**config.mk**
```make
export PLATFORM = sky130hd
export DESIGN_NAME = hash_desc_ctrl
export DESIGN_NICKNAME = d
export VERILOG_FILES = /design/src/rtl/hdc_pkg.sv /design/src/rtl/hdc_cfg_decode.sv /design/src/rtl/hdc_len_track.sv /design/src/rtl/hdc_status_reg.sv /design/src/rtl/hash_desc_ctrl.sv
export SDC_FILE = /design/constraint.sdc
export NUM_CORES = 2
export LEC_CHECK = 0
export CORE_ASPECT_RATIO = 0.9
export CORE_UTILIZATION = 25
export DETAILED_ROUTE_END_ITERATION = 10
export PLACE_DENSITY = 0.52
export RECOVER_POWER = 50
export SLEW_MARGIN = 20
export SYNTH_ARGS = -nofsm -noshare
export SYNTH_HDL_FRONTEND = slang
export SYNTH_HIERARCHICAL = 1
export SYNTH_SLANG_ARGS = --single-unit
```
**constraint.sdc**
```tcl
create_clock -name clk -period 5.3 [get_ports clk]
set_clock_uncertainty 0.05 [all_clocks]
set_input_delay 1.06 -clock clk [delete_from_list [all_inputs] [get_ports clk]]
set_output_delay 1.06 -clock clk [all_outputs]
set_load 0.02 [all_outputs]
```
**src/rtl/hdc_pkg.sv**
```systemverilog
package hdc_pkg;
  localparam int WORD_W    = 32;
  localparam int LEN_W     = 17;
  localparam int EOL_BIT   = 18;
  localparam int ALG_LSB   = 20;
  localparam int ALG_W     = 4;
  localparam int FIRST_BIT = 24;
  localparam int LAST_BIT  = 25;
  localparam int OWN_BIT   = 31;
  localparam int START_BIT = 1;
  localparam logic [ALG_W-1:0] ALG_SHA256 = 4'h6;
  localparam logic [ALG_W-1:0] ALG_SHA224 = 4'h7;
  localparam logic [3:0]       CLR_KEY    = 4'hF;

  typedef struct packed {
    logic             owned;
    logic             eol;
    logic             first;
    logic             last;
    logic             alg_ok;
    logic             alg224;
    logic [LEN_W-1:0] len;
  } desc_cfg_t;

  typedef enum logic [3:0] {
    S_IDLE, S_RDCFG, S_RDSRC, S_RDDST, S_CHECK, S_INIT, S_FETCH,
    S_RDDATA, S_FEED, S_FINISH, S_WAITDIG, S_WRDIG, S_WRCFG
  } fsm_t;
endpackage

```
**src/rtl/hdc_cfg_decode.sv**
```systemverilog
module hdc_cfg_decode
  import hdc_pkg::*;
(
  input  logic [WORD_W-1:0] cfg_word,
  output desc_cfg_t         dec,
  output logic [WORD_W-1:0] wb_word
);
  logic [ALG_W-1:0] alg;

  always_comb begin
    alg        = cfg_word[ALG_LSB +: ALG_W];
    dec.owned  = cfg_word[OWN_BIT];
    dec.eol    = cfg_word[EOL_BIT];
    dec.first  = cfg_word[FIRST_BIT];
    dec.last   = cfg_word[LAST_BIT];
    dec.alg_ok = (alg == ALG_SHA256) || (alg == ALG_SHA224);
    dec.alg224 = (alg == ALG_SHA224);
    dec.len    = cfg_word[LEN_W-1:0];
    wb_word    = cfg_word;
    wb_word[OWN_BIT] = 1'b0;
  end
endmodule

```
**src/rtl/hdc_len_track.sv**
```systemverilog
module hdc_len_track #(
  parameter int LEN_W  = 17,
  parameter int BEAT_B = 4
) (
  input  logic             clk,
  input  logic             rst,
  input  logic             load,
  input  logic [LEN_W-1:0] len_in,
  input  logic             step,
  output logic             empty,
  output logic [2:0]       nbytes
);
  localparam logic [LEN_W-1:0] BEAT_L = LEN_W'(BEAT_B);

  logic [LEN_W-1:0] rem_q;

  always_comb begin
    empty  = (rem_q == '0);
    nbytes = (rem_q >= BEAT_L) ? 3'(BEAT_B) : 3'(rem_q);
  end

  always_ff @(posedge clk) begin
    if (rst)       rem_q <= '0;
    else if (load) rem_q <= len_in;
    else if (step) rem_q <= rem_q - LEN_W'(nbytes);
  end
endmodule

```
**src/rtl/hdc_status_reg.sv**
```systemverilog
module hdc_status_reg #(
  parameter int STAT_W = 2
) (
  input  logic              clk,
  input  logic              rst,
  input  logic              launch,
  input  logic              clr,
  input  logic              set_ok,
  input  logic              set_err,
  output logic [STAT_W-1:0] stat_q,
  output logic              done_q
);
  localparam logic [STAT_W-1:0] ST_OK  = STAT_W'(1);
  localparam logic [STAT_W-1:0] ST_ERR = STAT_W'(3);

  always_ff @(posedge clk) begin
    if (rst) begin
      stat_q <= '0;
      done_q <= 1'b0;
    end else begin
      done_q <= set_ok | set_err;
      if (set_err)             stat_q <= ST_ERR;
      else if (set_ok)         stat_q <= ST_OK;
      else if (launch || clr)  stat_q <= '0;
    end
  end
endmodule

```
**src/rtl/hash_desc_ctrl.sv**
```systemverilog
module hash_desc_ctrl
  import hdc_pkg::*;
#(
  parameter int ADDR_W = 32,
  parameter int DIG_W  = 256
) (
  input  logic              clk,
  input  logic              rst,
  input  logic              reg_we,
  input  logic              reg_sel,
  input  logic [WORD_W-1:0] reg_wdata,
  output logic [1:0]        stat_o,
  output logic              done_o,
  output logic              rd_req,
  output logic [ADDR_W-1:0] rd_addr,
  input  logic              rd_ack,
  input  logic [WORD_W-1:0] rd_data,
  output logic              wr_req,
  output logic [ADDR_W-1:0] wr_addr,
  output logic [WORD_W-1:0] wr_data,
  input  logic              wr_ack,
  output logic              core_init,
  output logic              core_alg224,
  output logic              core_valid,
  output logic [WORD_W-1:0] core_data,
  output logic [2:0]        core_nbytes,
  input  logic              core_ready,
  output logic              core_finish,
  input  logic              core_dig_valid,
  input  logic [DIG_W-1:0]  core_digest
);
  localparam int DIG_WORDS = DIG_W / WORD_W;
  localparam int IDX_W     = $clog2(DIG_WORDS);
  localparam logic [IDX_W-1:0]  LAST_L = IDX_W'(DIG_WORDS - 1);
  localparam logic [IDX_W-1:0]  LAST_S = IDX_W'(DIG_WORDS - 2);
  localparam logic [ADDR_W-1:0] STEP   = ADDR_W'(WORD_W / 8);
  localparam logic [ADDR_W-1:0] STRIDE = ADDR_W'(3 * WORD_W / 8);

  fsm_t              st;
  logic [ADDR_W-1:0] desc_a, src_a, dst_a;
  logic [WORD_W-1:0] cfg_q, wb_word;
  desc_cfg_t         dec;
  logic [DIG_W-1:0]  dig_q;
  logic [IDX_W-1:0]  dig_idx;
  logic              len_load, len_step, len_empty;
  logic [2:0]        len_nb;
  logic              launch, stat_clr, set_ok, set_err;
  logic [ADDR_W-1:0] start_a;

  hdc_cfg_decode u_dec (
    .cfg_word (cfg_q),
    .dec      (dec),
    .wb_word  (wb_word)
  );

  hdc_len_track #(.LEN_W(LEN_W), .BEAT_B(WORD_W / 8)) u_len (
    .clk    (clk),
    .rst    (rst),
    .load   (len_load),
    .len_in (dec.len),
    .step   (len_step),
    .empty  (len_empty),
    .nbytes (len_nb)
  );

  hdc_status_reg #(.STAT_W(2)) u_stat (
    .clk     (clk),
    .rst     (rst),
    .launch  (launch),
    .clr     (stat_clr),
    .set_ok  (set_ok),
    .set_err (set_err),
    .stat_q  (stat_o),
    .done_q  (done_o)
  );

  always_comb begin
    start_a  = ADDR_W'({reg_wdata[WORD_W-1:2], 2'b00});
    launch   = reg_we && reg_sel && reg_wdata[START_BIT] && (st == S_IDLE);
    stat_clr = reg_we && !reg_sel && (reg_wdata[3:0] == CLR_KEY) && reg_wdata[0];
    set_err  = (st == S_CHECK) && (!dec.owned || !dec.alg_ok);
    set_ok   = (st == S_WRCFG) && wr_ack && dec.eol;
    len_load = (st == S_CHECK);
    len_step = (st == S_RDDATA) && rd_ack;
  end

  always_ff @(posedge clk) begin
    if (rst) begin
      st          <= S_IDLE;
      desc_a      <= '0;
      src_a       <= '0;
      dst_a       <= '0;
      cfg_q       <= '0;
      dig_q       <= '0;
      dig_idx     <= '0;
      rd_req      <= 1'b0;
      rd_addr     <= '0;
      wr_req      <= 1'b0;
      wr_addr     <= '0;
      wr_data     <= '0;
      core_init   <= 1'b0;
      core_alg224 <= 1'b0;
      core_valid  <= 1'b0;
      core_data   <= '0;
      core_nbytes <= '0;
      core_finish <= 1'b0;
    end else begin
      case (st)
        S_IDLE: begin
          if (launch) begin
            desc_a  <= start_a;
            rd_addr <= start_a;
            rd_req  <= 1'b1;
            st      <= S_RDCFG;
          end
        end
        S_RDCFG: begin
          if (rd_ack) begin
            cfg_q   <= rd_data;
            rd_addr <= desc_a + STEP;
            st      <= S_RDSRC;
          end
        end
        S_RDSRC: begin
          if (rd_ack) begin
            src_a   <= ADDR_W'(rd_data);
            rd_addr <= desc_a + STEP + STEP;
            st      <= S_RDDST;
          end
        end
        S_RDDST: begin
          if (rd_ack) begin
            dst_a  <= ADDR_W'(rd_data);
            rd_req <= 1'b0;
            st     <= S_CHECK;
          end
        end
        S_CHECK: begin
          if (set_err) begin
            st <= S_IDLE;
          end else begin
            core_alg224 <= dec.alg224;
            if (dec.first) begin
              core_init <= 1'b1;
              st        <= S_INIT;
            end else begin
              st <= S_FETCH;
            end
          end
        end
        S_INIT: begin
          core_init <= 1'b0;
          st        <= S_FETCH;
        end
        S_FETCH: begin
          if (!len_empty) begin
            rd_req  <= 1'b1;
            rd_addr <= src_a;
            st      <= S_RDDATA;
          end else if (dec.last) begin
            core_finish <= 1'b1;
            st          <= S_FINISH;
          end else begin
            wr_req  <= 1'b1;
            wr_addr <= desc_a;
            wr_data <= wb_word;
            st      <= S_WRCFG;
          end
        end
        S_RDDATA: begin
          if (rd_ack) begin
            rd_req      <= 1'b0;
            core_valid  <= 1'b1;
            core_data   <= rd_data;
            core_nbytes <= len_nb;
            src_a       <= src_a + STEP;
            st          <= S_FEED;
          end
        end
        S_FEED: begin
          if (core_ready) begin
            core_valid <= 1'b0;
            st         <= S_FETCH;
          end
        end
        S_FINISH: begin
          core_finish <= 1'b0;
          st          <= S_WAITDIG;
        end
        S_WAITDIG: begin
          if (core_dig_valid) begin
            dig_q   <= core_digest;
            dig_idx <= '0;
            wr_req  <= 1'b1;
            wr_addr <= dst_a;
            wr_data <= core_digest[DIG_W-1 -: WORD_W];
            st      <= S_WRDIG;
          end
        end
        S_WRDIG: begin
          if (wr_ack) begin
            if (dig_idx == (core_alg224 ? LAST_S : LAST_L)) begin
              wr_addr <= desc_a;
              wr_data <= wb_word;
              st      <= S_WRCFG;
            end else begin
              dig_idx <= dig_idx + 1'b1;
              wr_addr <= wr_addr + STEP;
              wr_data <= dig_q[DIG_W-WORD_W-1 -: WORD_W];
              dig_q   <= {dig_q[DIG_W-WORD_W-1:0], dig_q[DIG_W-1 -: WORD_W]};
            end
          end
        end
        S_WRCFG: begin
          if (wr_ack) begin
            wr_req <= 1'b0;
            if (dec.eol) begin
              st <= S_IDLE;
            end else begin
              desc_a  <= desc_a + STRIDE;
              rd_addr <= desc_a + STRIDE;
              rd_req  <= 1'b1;
              st      <= S_RDCFG;
            end
          end
        end
        default: st <= S_IDLE;
      endcase
    end
  end
endmodule

```
==> metrics.md <==
| Metric | Value |
|---|---|
| Die area | 114000 µm² |
| DR iter-0 viols | 3201 |
| Worst-path maximum fanout | 33 |
| Mapped Cells | 3800 |
| RSZ-0062 raised after global routing | false |
| H-tree levels | 3 |
| Port bufs | 467 |
| Vias in the first global route | 26400 |
| Pre-CTS setup slack | 1190 ps |
| Unique masters post-synth | 93 |
| Routed wire length | 132000 µm |
| Drt drc | 40 |
| Hold_sp | dig_q[14] |
| Post-CTS setup buffers | 0 |
| Final #Nets | 4323 |
| IO Count | 468 |
| Number of fill cells | 11900 |
| Core area | 111000 µm² |
| CTS tree | done |
| Final Hold Vio Count | 0 |
| Slew @ Worst Pin | 2980 ps |
| Main synth FF type | dfxtp_1 |
| Most common cell after layout, fill and taps aside | nand2_1 |
| Reg-to-Reg End | src_a[21] |
| Clock Root Buffer | clkbuf_16 |
| Worst-Skew Late Latency | 650 ps |
| CTS resizes | 0 |
| Post-DP HPWL | 95400 µm |
| PwrDens | 335 nW/µm² |
| Chip Width | 355 µm |
| Share of the core filled with cells | 0.322 |
| Max transition margin | -1.00 |
| Clock Pin Slew Worst Setup and Hold Paths | 60 ps |
| Initial Util | 0.252 |
| Yosys Warn Count | 6 |
| Worst path arrival time | 5100 ps |
| Asr flop ratio synth | 0 |
| Design area | 35900 µm² |
| Crit path kind | register to register |
| Area grow syn2layout | 27.7% |
| Initial antenna violation count | 20 |
| Final setup margin | 686 ps |
| Share of cells above drive strength 1 | 0.0517 |
| Critical Path Source Type | register |
| Outcome | finished with violations |
| Most frequent cells in the layout | nand2_1 (868), dfxtp_1 (546), nor2_1 (494), clkdlybuf4s50_1 (325), a21oi_1 (288) |
| Syn nets | 4135 |
| Antenna Nets Post-Route | 0 |
| Post-synth design cell area | 28100 µm² |
| Fmax | 217 MHz |
| Finish-stage setup viols | 0 |
| Die height | 320 µm |
| Seq/Total Area, Yosys | 0.389 |
| Final Non-Filler Cells | 5528 |
| Hold EP | dig_q[46] |
| Sink Count | 546 |
| Wire length per cell | 23.9 µm |
| Placed Cells incl. Taps | 5391 |
| Mean Syn Cell Area | 7.39 µm² |
| First-pass GRT wire length | 188000 µm |
| CP Capture Type | register |
| Max_cap viols | 5 |
| Via count | 29700 |
| Post-synth EDFFs | 0 |
| Cell row count | 116 |
| Setup slack, reg-to-reg | 690 ps |
| Required time worst endpoint | 5780 ps |
| Hold path cells | 2 |
| DR vias/cell | 5.36 |
| Largest net degree at the start of global routing | 180 |
| Final min period | 4610 ps |
| Hold buffer count at cts | 0 |
| FF-to-FF Start | st[0] |
| Seq cells post-synth | 546 |
| GPL Wtd Cong | 0.933 |
| CTS buffer count | 70 |
| Failing checks | design-rule violations, max-capacitance violations, max-slew violations |
| GRT Util Overall | 0.222 |
| CTS Buffer Depth | 3 |
| Worst vdd ir | 0.000209 V |
| Pins Over Slew Limit | 202 |
| Initial DRT Pass Iterations | 11 |
| Placed cell area | 33500 µm² |
| HP Class | register to register |
| Final TNS setup | 0 ps |
| Final Cycle Share | 0.871 |
| Reg2Reg Depth | 8 |
| Global route overflow | 0 |
| Leakage power | 0.0122 µW |
[metal layers]
layer  up-vias  GRT usage  wire length, µm
li1      13900          -                -
met1     14400      0.314            60200
met2      1168      0.330            57600
met3       175     0.0519            10600
met4         6     0.0690             3700
met5         -          0               34
[cell usage after synthesis (7+ instances only)]
master    number  area, µm²
nor2_1       496       1860
buf_1         16       60.1
a31oi_1       22        138
nand4_1       31        194
a221oi_1      20        175
o21ai_0      111        556
o21a_1         9       67.6
xnor2_1       38        333
or2_2          7       43.8
clkbuf_1     321       1200
nand2_1      871       3270
or3_1         17        106
and3_1        33        206
a221o_1       40        400
a222oi_1      11        110
inv_1         28        105
a311oi_1     275       2410
xor2_1        29        254
o211ai_1       7       52.6
a21oi_1      289       1450
nor4_1        30        188
o221ai_1      22        193
o22ai_1       27        169
a22o_1        38        333
buf_4         58        435
a211oi_1      26        195
ha_1           7       87.6
a22oi_1       27        203
buf_2         10       50.1
nor2b_1       18        113
o31ai_1       14        105
and2_1        13       81.3
nand3_1       47        235
nand2b_1      11       68.8
and4_1         7       61.3
or4_1         14        105
nor3_1        98        490
dfxtp_1      546      10900
[logic make-up after synthesis]
kind of cell / share of synthesized area
buffers and inverters: 0.0671
xor gates and xnor gates: 0.0209
AOI/OAI and AO/OA: 0.250
adders and majority gates: 0.00347
DFF: 0.389
and+or+nand+nor: 0.267
muxes: 0.00254
other: 0.000267
[state kept, by name, indices dropped and copies added, names as in the netlist, 30 cells and up]
name / count
desc_a: 30
dst_a: 32
src_a: 32
rd_addr: 32
dig_q: 256
cfg_q: 32
wr_addr: 32
wr_data: 32
core_data: 32
[how the worst max path moves through the flow]
| stage | from | endpoint | slack [ps] | cells after the start |
|---|---|---|---|---|
| after floorplan | rd_ack | u_len/rem_q[15] | 1840 | 8 |
| after global placement | u_len/rem_q[8] | wr_addr[22] | 1290 | 14 |
| after detailed placement | u_len/rem_q[8] | wr_addr[4] | 1190 | 14 |
| after CTS | u_len/rem_q[8] | wr_addr[4] | 1170 | 14 |
| after global routing | st[0] | src_a[31] | 420 | 8 |
| final | st[0] | src_a[21] | 690 | 8 |
[power breakdown]
part	switching [µW]	total (µW)	internal, µW	leakage [µW]
Sequential	317	4620	4300	0.00441
Combinational	1440	2330	886	0.00659
Clock	2020	5070	3050	0.00118
Total	3780	12000	8240	0.0122
[through the flow]
stage / hold WS (ps) / total power (µW)
5_1_grt: 417 / 12500
3_5_place_dp: 397 / 7060
2_1_floorplan: 382 / 5930
4_1_cts: 402 / 12100
3_3_place_gp: 393 / 7060
6_report: 402 / 12000
[worst max-delay path: stages (launching register included)]
cell and delay (ps):
dfxtp_1 1270, nor2b_1 230, clkbuf_1 300, nand3_1 120, buf_4 300, a21boi_0 1360
buf_4 450, o21ai_0 120, a221oi_1 290
[cell type report]
cell class | instances | area (µm²) | share of cell area
multi-input cells | 2817 | 15400 | 0.428
flip-flops and latches | 546 | 10900 | 0.305
repair buffers | 523 | 5190 | 0.145
clock buffers | 104 | 2060 | 0.0574
well taps | 1475 | 1850 | 0.0514
clock inverters | 21 | 359 | 0.0100
inverters | 30 | 113 | 0.00314
diodes | 12 | 30.0 | 0.000837
No activity file was read; power rests on OpenSTA's default activity.
